## src/rtl/cnt_pkg.sv

```systemverilog
package cnt_pkg;

    // Per-cell operating state, decoded every cycle from the control inputs
    typedef enum logic [1:0] {
        OP_HOLD  = 2'd0,
        OP_COUNT = 2'd1,
        OP_LOAD  = 2'd2
    } cell_op_e;

endpackage

```

## src/rtl/clr_sync.sv

```systemverilog
module clr_sync #(
    parameter int STAGES = 2
) (
    input  logic clk,
    input  logic clear_n,
    output logic rst_n_sync
);
    logic [STAGES-1:0] stage_q;

    // Asserts at once, releases after STAGES rising edges
    always_ff @(posedge clk or negedge clear_n) begin
        if (!clear_n) begin
            stage_q <= '0;
        end else begin
            stage_q <= {stage_q[STAGES-2:0], 1'b1};
        end
    end

    assign rst_n_sync = stage_q[STAGES-1];
endmodule

```

## src/rtl/cnt_cell.sv

```systemverilog
module cnt_cell
    import cnt_pkg::*;
#(
    parameter int W = 4
) (
    input  logic         clk,
    input  logic         rst_n,
    input  logic         load_n,
    input  logic         pe,
    input  logic         te,
    input  logic [W-1:0] d,
    output logic [W-1:0] q,
    output logic         tc
);
    cell_op_e     op;
    logic [W-1:0] q_next;

    // Operating-state decode: load wins over both enables
    always_comb begin
        if (!load_n) begin
            op = OP_LOAD;
        end else if (pe && te) begin
            op = OP_COUNT;
        end else begin
            op = OP_HOLD;
        end
    end

    always_comb begin
        unique case (op)
            OP_LOAD:  q_next = d;
            OP_COUNT: q_next = q + 1'b1;
            OP_HOLD:  q_next = q;
            default:  q_next = q;
        endcase
    end

    // State register
    always_ff @(posedge clk or negedge rst_n) begin
        if (!rst_n) begin
            q <= '0;
        end else begin
            q <= q_next;
        end
    end

    // Output process: terminal count is gated by te only
    always_comb begin
        tc = te && (&q);
    end
endmodule

```

## src/rtl/cnt_chain.sv

```systemverilog
module cnt_chain #(
    parameter int NUM_CELLS  = 2,
    parameter int CELL_W     = 4,
    parameter int CLR_STAGES = 2,
    localparam int TOTAL_W   = NUM_CELLS * CELL_W
) (
    input  logic               clk,
    input  logic               clear_n,
    input  logic               load_n,
    input  logic               pe,
    input  logic               te,
    input  logic [TOTAL_W-1:0] data,
    output logic [TOTAL_W-1:0] count,
    output logic               carry
);
    logic               rst_sync_n;
    logic [NUM_CELLS:0] te_link;

    clr_sync #(.STAGES(CLR_STAGES)) u_clr (
        .clk        (clk),
        .clear_n    (clear_n),
        .rst_n_sync (rst_sync_n)
    );

    assign te_link[0] = te;

    for (genvar i = 0; i < NUM_CELLS; i++) begin : g_cell
        cnt_cell #(.W(CELL_W)) u_cell (
            .clk    (clk),
            .rst_n  (rst_sync_n),
            .load_n (load_n),
            .pe     (pe),
            .te     (te_link[i]),
            .d      (data[i*CELL_W +: CELL_W]),
            .q      (count[i*CELL_W +: CELL_W]),
            .tc     (te_link[i+1])
        );
    end

    assign carry = te_link[NUM_CELLS];
endmodule

```

## config.mk

```make
export PLATFORM = sky130hd
export DESIGN_NAME = cnt_chain
export DESIGN_NICKNAME = d
export VERILOG_FILES = /design/src/rtl/cnt_pkg.sv /design/src/rtl/clr_sync.sv /design/src/rtl/cnt_cell.sv /design/src/rtl/cnt_chain.sv
export SDC_FILE = /design/constraint.sdc
export NUM_CORES = 1
export LEC_CHECK = 0
export ABC_AREA = 1
export ABC_CLOCK_PERIOD_IN_PS = 1000
export BUFFER_PORTS_ARGS = -buffer_cell sky130_fd_sc_hd__buf_2
export CORE_AREA = 2 2 39 41
export CTS_BUF_LIST = sky130_fd_sc_hd__clkbuf_4 sky130_fd_sc_hd__clkbuf_8
export CTS_CLUSTER_SIZE = 20
export DETAILED_ROUTE_END_ITERATION = 12
export DIE_AREA = 0 0 41 43
export PLACE_DENSITY = 0.8
export SYNTH_ARGS = -nofsm -noshare
export SYNTH_HDL_FRONTEND = slang
export SYNTH_SLANG_ARGS = --single-unit
```

## constraint.sdc

```tcl
create_clock -name clk -period 1 [get_ports clk]
set_input_delay 0.05 -clock clk [delete_from_list [all_inputs] [get_ports clk]]
set_output_delay 0.05 -clock clk [all_outputs]
set_load 0.005 [all_outputs]
```

==> flow_metrics.py, run 1 <==
metrics = {
    "worst_setup_path": {
        "reg2reg_slack_ns": -0.19,
        "worst_setup_path_start_kind": "flip-flop",
        "r2r-start": "g_cell[0].u_cell.q[0]$_DFFE_PN0P_",
        "path_buf_inv": 1,
        "crit_type": "flip-flop to primary output",
        "crit_chain": "ha_4 > nand2_4 > nor3_2 > buf_2",
        "cpPeakStageDelay_ns": 0.41,
        "cp_data_required_time_ns": 0.95,
        "crit_cells": 4,
        "reg2reg_depth": 7,
        "cpMaxStageDelayCell": "dfrtp_1",
        "rr_endpoint": "g_cell[1].u_cell.q[3]$_DFFE_PN0P_",
        "crit_family": "flip-flops",
        "endpoint_kind": "primary output",
        "crit_fanout": 2,
        "crit_arrival_ns": 1.17,
    },
    "finish": {
        "nFillCells": 113,
        "area_growth_pct": 63.5,
        "fin_nets": 119,
        "drive_gt1_share_pct": 53.4,
        "n_antenna_cell": 0,
        "fin_area_sq_um": 925,
    },
    "detailed_routing": {
        "viasPerCell": 5.28,
        "wl_per_cell_um": 14.7,
        "postRouteAntennaNets": 0,
        "drt-initial-drc-count": 26,
        "drc_errors": 0,
        "vias": 628,
        "drt_wl_total_um": 1750,
        "first_pass_iters": 4,
    },
    "hold_path": {
        "hold_depth": 3,
        "hold_end": "g_cell[1].u_cell.q[1]$_DFFE_PN0P_",
        "min_from": "data[5]",
        "hold_class": "primary input to flip-flop",
    },
    "synth": {
        "synth_enable_flop_cells": 0,
        "synthTopCellsByArea": "dfrtp_1 44%, nand2_1 13%, nand3_1 12%",
        "syn_avg_cell_area_sq_um": 8.32,
        "async_flop_share_pct": 100,
        "synth_area_sq_um": 566,
        "ys_ff_latch": 10,
        "yosysTopAreaCell": "dfrtp_1",
        "synth_top_area_share_pct": 44.2,
        "synthFlopType": "dfrtp_1",
        "synthCells": 68,
        "synth_cell_type_count": 19,
        "synth_nets": 83,
        "yosysSeqAreaShare_pct": 44.2,
        "synth_warnings": 0,
    },
    "clock_network": {
        "clockBufferDepth": 2,
        "cts.sinks": 10,
        "insertion_delay_ns": 0.27,
        "cts-htree-levels": 1,
        "clk_pin_slew_ns": 0.06,
        "cts_tree": "built",
        "cts_buffers": 3,
        "cts_root_buf": "clkbuf_4",
    },
    "place": {
        "hpwl_um": 1090,
        "placed_cell_area_sq_um": 741,
        "port_buffers": 21,
        "place_ws_ns": -0.105,
        "routabilityCongestion": 0.761,
    },
    "run": {
        "max-cap-violations": 0,
    },
    "sta": {
        "skew_ns": 0.00262,
        "grt_setup_unrepaired": "true",
        "fmax_mhz": 822,
        "finalSetupTns_ns": -1.17,
        "min_period_over_period_pct": 122,
        "fin_ws_ns": -0.217,
        "holdWs_ns": 0.00241,
        "final_hold_viol_count": 0,
        "finalCriticalPeriod_ns": 1.22,
        "setup-violations-final": 11,
        "report.final.slew_viol_count": 0,
    },
    "floorplan": {
        "ios": 22,
        "start_util_pct": 40.9,
        "die_height_um": 43,
        "dieArea_sq_um": 1760,
        "die_x_um": 41,
        "core_area_sq_um": 1380,
        "num_rows": 14,
    },
    "power": {
        "power_leakage_nw": 0.471,
        "power_density_nw_per_um2": 1310,
        "ir_drop_v": 0.000896,
    },
    "grt": {
        "grt_pass1_wl_um": 2740,
        "first_global_vias": 612,
        "grt_max_degree": 11,
        "grt_antenna_before_repair": 0,
        "gr-total-overflow": 0,
        "track_usage_pct": 23.1,
    },
    "status": {
        "status": "finished with violations",
        "failed_checks": "setup timing",
    },
}
synthesized netlist by cell type (all sizes together), types with 2 or more instances:
cell and instances:
o211ai 2, nand2 22, nand3 13, nand4 3
inv 5, nor2 4, dfrtp 10, ha 2
stage by stage:
| stage | instances | power, mW | utilization [%] |
|---|---|---|---|
| 2_1_floorplan | 68 | 0.604 | - |
| 4_1_cts | 118 | 1.15 | 62.4 |
| 3_5_place_dp | 111 | 0.742 | 53.5 |
| 5_1_grt | 119 | 1.28 | 66.8 |
| 3_3_place_gp | 111 | 0.728 | 53.5 |
| 6_report | 119 | 1.21 | 66.8 |
state kept, by name, indices dropped and copies added (netlist names):
register / flops
g_cell.u_cell.q: 8
u_clr.stage_q: 2
cells in the final DEF (no fill, tap or decap), types with 3 or more instances in the layout:
| cell | count |
|---|---|
| dfrtp_1 | 9 |
| buf_6 | 7 |
| inv_1 | 4 |
| buf_2 | 18 |
| nand4_1 | 3 |
| clkbuf_4 | 3 |
| buf_4 | 6 |
| nand2_1 | 19 |
| nand3_2 | 8 |
| nand3_1 | 5 |
layer usage:
layer	vias to the layer above	wire length [um]	global-route usage [%]
li1	296	-	-
met1	304	720	29.5
met2	26	912	35.0
met3	2	100	9.95
met4	0	14	5.33
met5	-	0	0
cell families after synthesis:
group           synth area share (%)
buf+inv                         4.65
other cells                    0.663
simple gates                    37.4
xor+xnor                        3.10
flops                           44.2
fa+ha+maj                       4.42
compound gates                  5.53
worst register-to-register path, cell delays in order (launching register included):
cell     delay [ns]
dfrtp_1        0.41
ha_4           0.17
nand2_4        0.06
nor2_4         0.14
nand2_4        0.10
nor2_4         0.10
nand2_1        0.07
nand3_1        0.07
worst max-delay path by stage:
stage	start	endpoint	slack [ns]
after global routing	g_cell[1].u_cell.q[0]$_DFFE_PN0P_	carry	-0.27
after detailed placement	g_cell[0].u_cell.q[1]$_DFFE_PN0P_	g_cell[1].u_cell.q[3]$_DFFE_PN0P_	-0.10
after global placement	g_cell[0].u_cell.q[1]$_DFFE_PN0P_	g_cell[1].u_cell.q[3]$_DFFE_PN0P_	-0.06
after floorplan	g_cell[0].u_cell.q[0]$_DFFE_PN0P_	g_cell[1].u_cell.q[2]$_DFFE_PN0P_	-0.11
final	g_cell[0].u_cell.q[0]$_DFFE_PN0P_	carry	-0.22
after CTS	g_cell[0].u_cell.q[0]$_DFFE_PN0P_	carry	-0.21
where the power goes:
part | internal (mW) | total, mW | switching (mW)
combinational | 0.194 | 0.359 | 0.165
clock | 0.221 | 0.362 | 0.141
sequential | 0.443 | 0.494 | 0.0509
repair_timing:
item,in CTS,in global routing
hold buffers,1,0
setup endpoints to repair,7,13
pin swaps,3,6
cloned,0,0
gates resized for setup,12,12
hold endpoints to repair,2,0
setup buffers,2,4
final cells by class:
cell class / count / area [sq um] / share of cell area [%]
well taps: 16 / 20.0 / 2.17
repair buffers: 32 / 224 / 24.2
multi-input cells: 52 / 374 / 40.5
clock buffers: 4 / 36.3 / 3.92
flip-flops and latches: 10 / 251 / 27.2
inverters: 5 / 18.8 / 2.03
No activity file was read; power rests on OpenSTA's default activity.
==> inputs of run 2 (changes only) <==
- ABC_CLOCK_PERIOD_IN_PS: 1000 -> 1300
- clock period: 1 -> 1.3 ns (I/O delays scaled with it)
==> run 2 against run 1 <==
The run now ends clean. Global-route usage fell by 6.6 points. First-iteration DRC count is 38% lower. Clock power down 26%. Final cell count decreased by 5.0%. Non-clock buffer count down 6. Critical endpoint unchanged. Largest cell class unchanged.
==> flow_metrics.py, run 2 (same netlist as run 1, synthesis figures left out) <==
metrics = {
    "status": {
        "status": "complete, no violations",
    },
    "place": {
        "dp.cells": 104,
        "hpwl_um": 908,
        "routabilityCongestion": 0.815,
        "port_buffers": 21,
    },
    "floorplan": {
        "dieArea_sq_um": 1760,
        "die_height_um": 43,
        "start_util_pct": 40.9,
        "core_area_sq_um": 1380,
        "num_rows": 14,
        "die_x_um": 41,
        "ios": 22,
    },
    "finish": {
        "largest_reg_flops": 8,
        "reg_top3": "g_cell.u_cell.q x8, u_clr.stage_q x2",
        "mostFrequentLayoutCells": "21 x buf_2, 19 x nand2_1, 13 x nand3_1",
        "drive_gt1_share_pct": 39.2,
        "fin_nets": 113,
        "n_antenna_cell": 0,
        "final_cells": 113,
        "area_growth_pct": 36.9,
        "top_register": "g_cell.u_cell.q",
        "final_common_cell": "buf_2",
        "nFillCells": 129,
    },
    "power": {
        "p_total_mw": 0.819,
        "power_density_nw_per_um2": 1060,
        "ir_drop_v": 0.000644,
        "power_leakage_nw": 0.412,
    },
    "grt": {
        "track_usage_pct": 16.5,
        "grt_antenna_before_repair": 0,
        "gr-total-overflow": 0,
        "first_global_vias": 506,
        "grt_pass1_wl_um": 1930,
        "grt_max_degree": 11,
    },
    "hold_path": {
        "hold_class": "primary input to flip-flop",
        "hold_depth": 3,
        "hold_end": "g_cell[0].u_cell.q[1]$_DFFE_PN0P_",
        "min_from": "data[1]",
    },
    "clock_network": {
        "cts.sinks": 10,
        "cts_tree": "built",
        "cts-htree-levels": 1,
        "clockBufferDepth": 2,
        "insertion_delay_ns": 0.26,
        "clk_pin_slew_ns": 0.06,
        "cts_root_buf": "clkbuf_4",
        "cts_buffers": 3,
    },
    "sta": {
        "final_hold_viol_count": 0,
        "fmax_mhz": 805,
        "holdWs_ns": 0.0219,
        "report.final.slew_viol_count": 0,
        "skew_ns": 0.00277,
        "setup-violations-final": 0,
        "finalCriticalPeriod_ns": 1.24,
        "grt_setup_unrepaired": "true",
        "min_period_over_period_pct": 95.6,
    },
    "worst_setup_path": {
        "rr_endpoint": "g_cell[1].u_cell.q[0]$_DFFE_PN0P_",
        "crit_type": "flip-flop to primary output",
        "crit_arrival_ns": 1.18,
        "crit_family": "flip-flops",
        "worst_setup_path_start_kind": "flip-flop",
        "crit_chain": "ha_2 > nand2_4 > nor3_2 > buf_2",
        "cpMaxStageDelayCell": "dfrtp_1",
        "path_buf_inv": 1,
        "r2r-start": "g_cell[0].u_cell.q[1]$_DFFE_PN0P_",
        "crit_cells": 4,
        "reg2reg_depth": 6,
        "endpoint_kind": "primary output",
        "crit_fanout": 2,
        "cpPeakStageDelay_ns": 0.35,
        "cp_data_required_time_ns": 1.24,
        "reg2reg_slack_ns": 0.18,
    },
    "detailed_routing": {
        "viasPerCell": 5.04,
        "drc_errors": 0,
        "drt-initial-drc-count": 16,
        "first_pass_iters": 6,
        "wl_per_cell_um": 10.6,
        "postRouteAntennaNets": 0,
        "vias": 569,
        "drt_wl_total_um": 1200,
    },
    "run": {
        "max-cap-violations": 0,
    },
}
[run 2: cell types whose count changed in the layout (fill, tap and decap cells not counted)]
cell     previous run  this run
buf_2              18        21
buf_4               6         4
buf_6               7         0
dfrtp_1             9        10
dfrtp_2             1         0
ha_1                0         1
ha_2                0         1
ha_4                2         0
nand3_1             5        13
nand3_2             8         0
xnor2_1             0         1
xnor2_2             1         0
[run 2: worst max path at each step]
stage                     slack (ns)                               from                           endpoint
final                           0.06  g_cell[0].u_cell.q[1]$_DFFE_PN0P_                              carry
after CTS                      0.005  g_cell[0].u_cell.q[0]$_DFFE_PN0P_                              carry
after detailed placement        0.11  g_cell[0].u_cell.q[0]$_DFFE_PN0P_  g_cell[1].u_cell.q[0]$_DFFE_PN0P_
after floorplan                 0.16  g_cell[0].u_cell.q[0]$_DFFE_PN0P_  g_cell[1].u_cell.q[2]$_DFFE_PN0P_
after global routing           -0.03  g_cell[0].u_cell.q[0]$_DFFE_PN0P_                              carry
after global placement          0.15  g_cell[0].u_cell.q[0]$_DFFE_PN0P_  g_cell[1].u_cell.q[2]$_DFFE_PN0P_
[run 2: where the power goes]
group / internal [mW] / total (mW) / switching [mW]
Clock: 0.170 / 0.269 / 0.0997
Sequential: 0.340 / 0.372 / 0.0325
Combinational: 0.0886 / 0.177 / 0.0883
Total: 0.598 / 0.819 / 0.220
[run 2: what timing repair did]
action,in CTS,in global routing
gates resized for setup,1,3
setup buffers,4,0
pin swaps,0,1
hold buffers,1,0
endpoints found under the setup margin,1,1
hold endpoints to repair,2,0
[run 2: worst min-delay path, delay by kind of cell]
kind / cells / cell delay [ns]
buffers and inverters: 1 / 0.07
and+or+nand+nor: 2 / 0.11
[run 2: per-layer routing]
metal | track usage (%) | part of all wire (%) | up-vias
met5 | 0 | 0 | -
met4 | 6.67 | 0 | 0
met3 | 9.42 | 6.9 | 0
met2 | 23.8 | 53 | 17
met1 | 19.5 | 40 | 269
li1 | - | - | 283
[run 2: through the flow]
stage	util [%]	cell area (sq um)	setup WS [ns]	TNS, ns
floorplan	-	566	0.164	0
global placement	49.4	683	0.148	0
detailed placement	49.4	683	0.113	0
CTS	55.2	764	0.00499	0
global route	56.0	774	-0.0256	-0.0256
finish	56.0	774	0.0574	0
[run 2: area by class of cell]
class                      instances  area [sq um]  share of cell area (%)
inverter                           5          18.8                    2.42
tap                               16          20.0                    2.58
sequential                        10           250                    32.3
multi-input combinational         52           304                    39.3
clock buffer                       4          36.3                    4.68
timing repair buffer              26           145                    18.7
==> inputs of run 3 (changes only) <==
- SETUP_SLACK_MARGIN: unset -> 0.1
==> run 3 against run 2 <==
Clock-buffer cell count is the same. Critical path type unchanged. Via count grew 5.3%. Wire length is 7.7% higher. Largest cell class unchanged. Sequential cell count is the same. Combinational power up 10%. Core utilization is 2.7 points higher. Sequential power about the same.
==> flow_metrics.py, run 3 (same netlist as run 1, synthesis figures left out) <==
metrics = {
    "grt": {
        "grt_antenna_before_repair": 0,
        "grtUsageMet2_pct": 25.0,
        "gr-total-overflow": 0,
        "track_usage_pct": 16.8,
        "grt_pass1_wl_um": 1970,
        "busiest_layer": "met2",
        "use_met1_pct": 19.5,
        "first_global_vias": 513,
        "grt_max_degree": 11,
        "grt.met3_usage_pct": 9.42,
    },
    "detailed_routing": {
        "vias": 599,
        "drc_errors": 0,
        "viasPerCell": 5.12,
        "wl_per_cell_um": 11.1,
        "drt_wl_total_um": 1290,
        "first_pass_iters": 4,
        "drt-initial-drc-count": 13,
        "postRouteAntennaNets": 0,
    },
    "sta": {
        "skew_ns": 0.00555,
        "setup-violations-final": 0,
        "final_hold_viol_count": 0,
        "report.final.slew_viol_count": 0,
        "fin_ws_ns": 0.0704,
        "min_period_over_period_pct": 94.6,
        "grt_setup_unrepaired": "true",
        "fmax_mhz": 813,
        "finalCriticalPeriod_ns": 1.23,
    },
    "worst_setup_path": {
        "endpoint_kind": "primary output",
        "r2r-start": "g_cell[0].u_cell.q[0]$_DFFE_PN0P_",
        "crit_type": "flip-flop to primary output",
        "cp_data_required_time_ns": 1.24,
        "crit_arrival_ns": 1.16,
        "rr_endpoint": "g_cell[1].u_cell.q[3]$_DFFE_PN0P_",
        "reg2reg_slack_ns": 0.18,
        "crit_fanout": 2,
        "worst_setup_path_start_kind": "flip-flop",
        "crit_end": "carry",
        "reg2reg_depth": 7,
        "worstSetupStartpoint": "g_cell[0].u_cell.q[0]$_DFFE_PN0P_",
    },
    "finish": {
        "n_antenna_cell": 0,
        "fin_nets": 117,
        "fin_area_sq_um": 812,
        "mostFrequentLayoutCells": "21 x buf_2, 19 x nand2_1, 12 x nand3_1",
        "utilization_pct": 58.7,
        "final_cells": 117,
        "final_common_cell": "buf_2",
        "largest_reg_flops": 8,
        "drive_gt1_share_pct": 43.6,
        "top_register": "g_cell.u_cell.q",
        "reg_top3": "g_cell.u_cell.q x8, u_clr.stage_q x2",
        "area_growth_pct": 43.6,
    },
    "place": {
        "port_buffers": 21,
        "placed_cell_area_sq_um": 683,
        "hpwl_um": 908,
        "place_ws_ns": 0.113,
        "routabilityCongestion": 0.815,
        "dp.cells": 104,
    },
    "clock_network": {
        "clk_pin_slew_ns": 0.06,
        "cts_tree": "built",
        "cts-htree-levels": 1,
        "cts_root_buf": "clkbuf_4",
        "cts.sinks": 10,
        "clockBufferDepth": 2,
        "cts_buffers": 3,
        "insertion_delay_ns": 0.26,
    },
    "power": {
        "ir_drop_v": 0.000652,
        "power_leakage_nw": 0.431,
        "power_density_nw_per_um2": 1040,
    },
    "floorplan": {
        "die_height_um": 43,
        "dieArea_sq_um": 1760,
        "ios": 22,
        "core_area_sq_um": 1380,
        "die_x_um": 41,
        "start_util_pct": 40.9,
        "num_rows": 14,
    },
    "hold_path": {
        "hold_class": "primary input to flip-flop",
    },
    "status": {
        "status": "complete, no violations",
    },
    "run": {
        "max-cap-violations": 0,
    },
}
==> run 3: changes by cell type in the layout (fill, tap and decap cells not counted), sizes merged <==
cell / change
buf: +4
==> run 3: layout make-up <==
type	instances	area (sq um)
clock buffers	4	36.3
inverters	5	18.8
well taps	16	20.0
fillers	123	572
multi-input cells	52	312
flip-flops and latches	10	250
repair buffers	30	175
==> run 3: repair_timing <==
item,CTS,global route
cloned,0,0
buffers inserted,6,2
hold endpoints to repair,2,0
pin swaps,3,3
hold buffers,1,0
gates resized for setup,5,1
endpoints found under the setup margin,1,3
==> run 3: worst min path at each step <==
stage	from	to	depth (start not counted)
after floorplan	clear_n	u_clr.stage_q[0]$_DFF_PN0_	0
after global placement	clear_n	u_clr.stage_q[0]$_DFF_PN0_	1
after detailed placement	clear_n	u_clr.stage_q[0]$_DFF_PN0_	1
after CTS	data[6]	g_cell[1].u_cell.q[2]$_DFFE_PN0P_	3
after global routing	data[4]	g_cell[1].u_cell.q[0]$_DFFE_PN0P_	3
final	data[1]	g_cell[0].u_cell.q[1]$_DFFE_PN0P_	3
==> run 3: metal layers <==
metal  wire length (um)  share of wire [%]
met5                  0                  0
met4                  0                  0
met3                 72                5.6
met2                684                 53
met1                535                 41
==> run 3: critical path: stages, from the launching register on <==
cell and delay, ns:
dfrtp_1 0.36, ha_2 0.21, nand2_4 0.06, nor3_2 0.14, buf_2 0.13
==> run 3: where the power goes <==
part           total (mW)  switching, mW  internal, mW
Combinational       0.195         0.0922         0.103
Sequential          0.374         0.0344         0.340
Clock               0.273          0.103         0.170
Total               0.842          0.230         0.612
==> run 3: stage by stage <==
step           hold slack (ns)  setup TNS, ns  total power, mW
6_report                0.0214              0            0.842
5_1_grt                 0.0233        -0.0173            0.895
4_1_cts                 0.0174              0            0.835
3_5_place_dp            -0.149              0            0.527
3_3_place_gp            -0.150              0            0.524
2_1_floorplan           -0.231              0            0.463
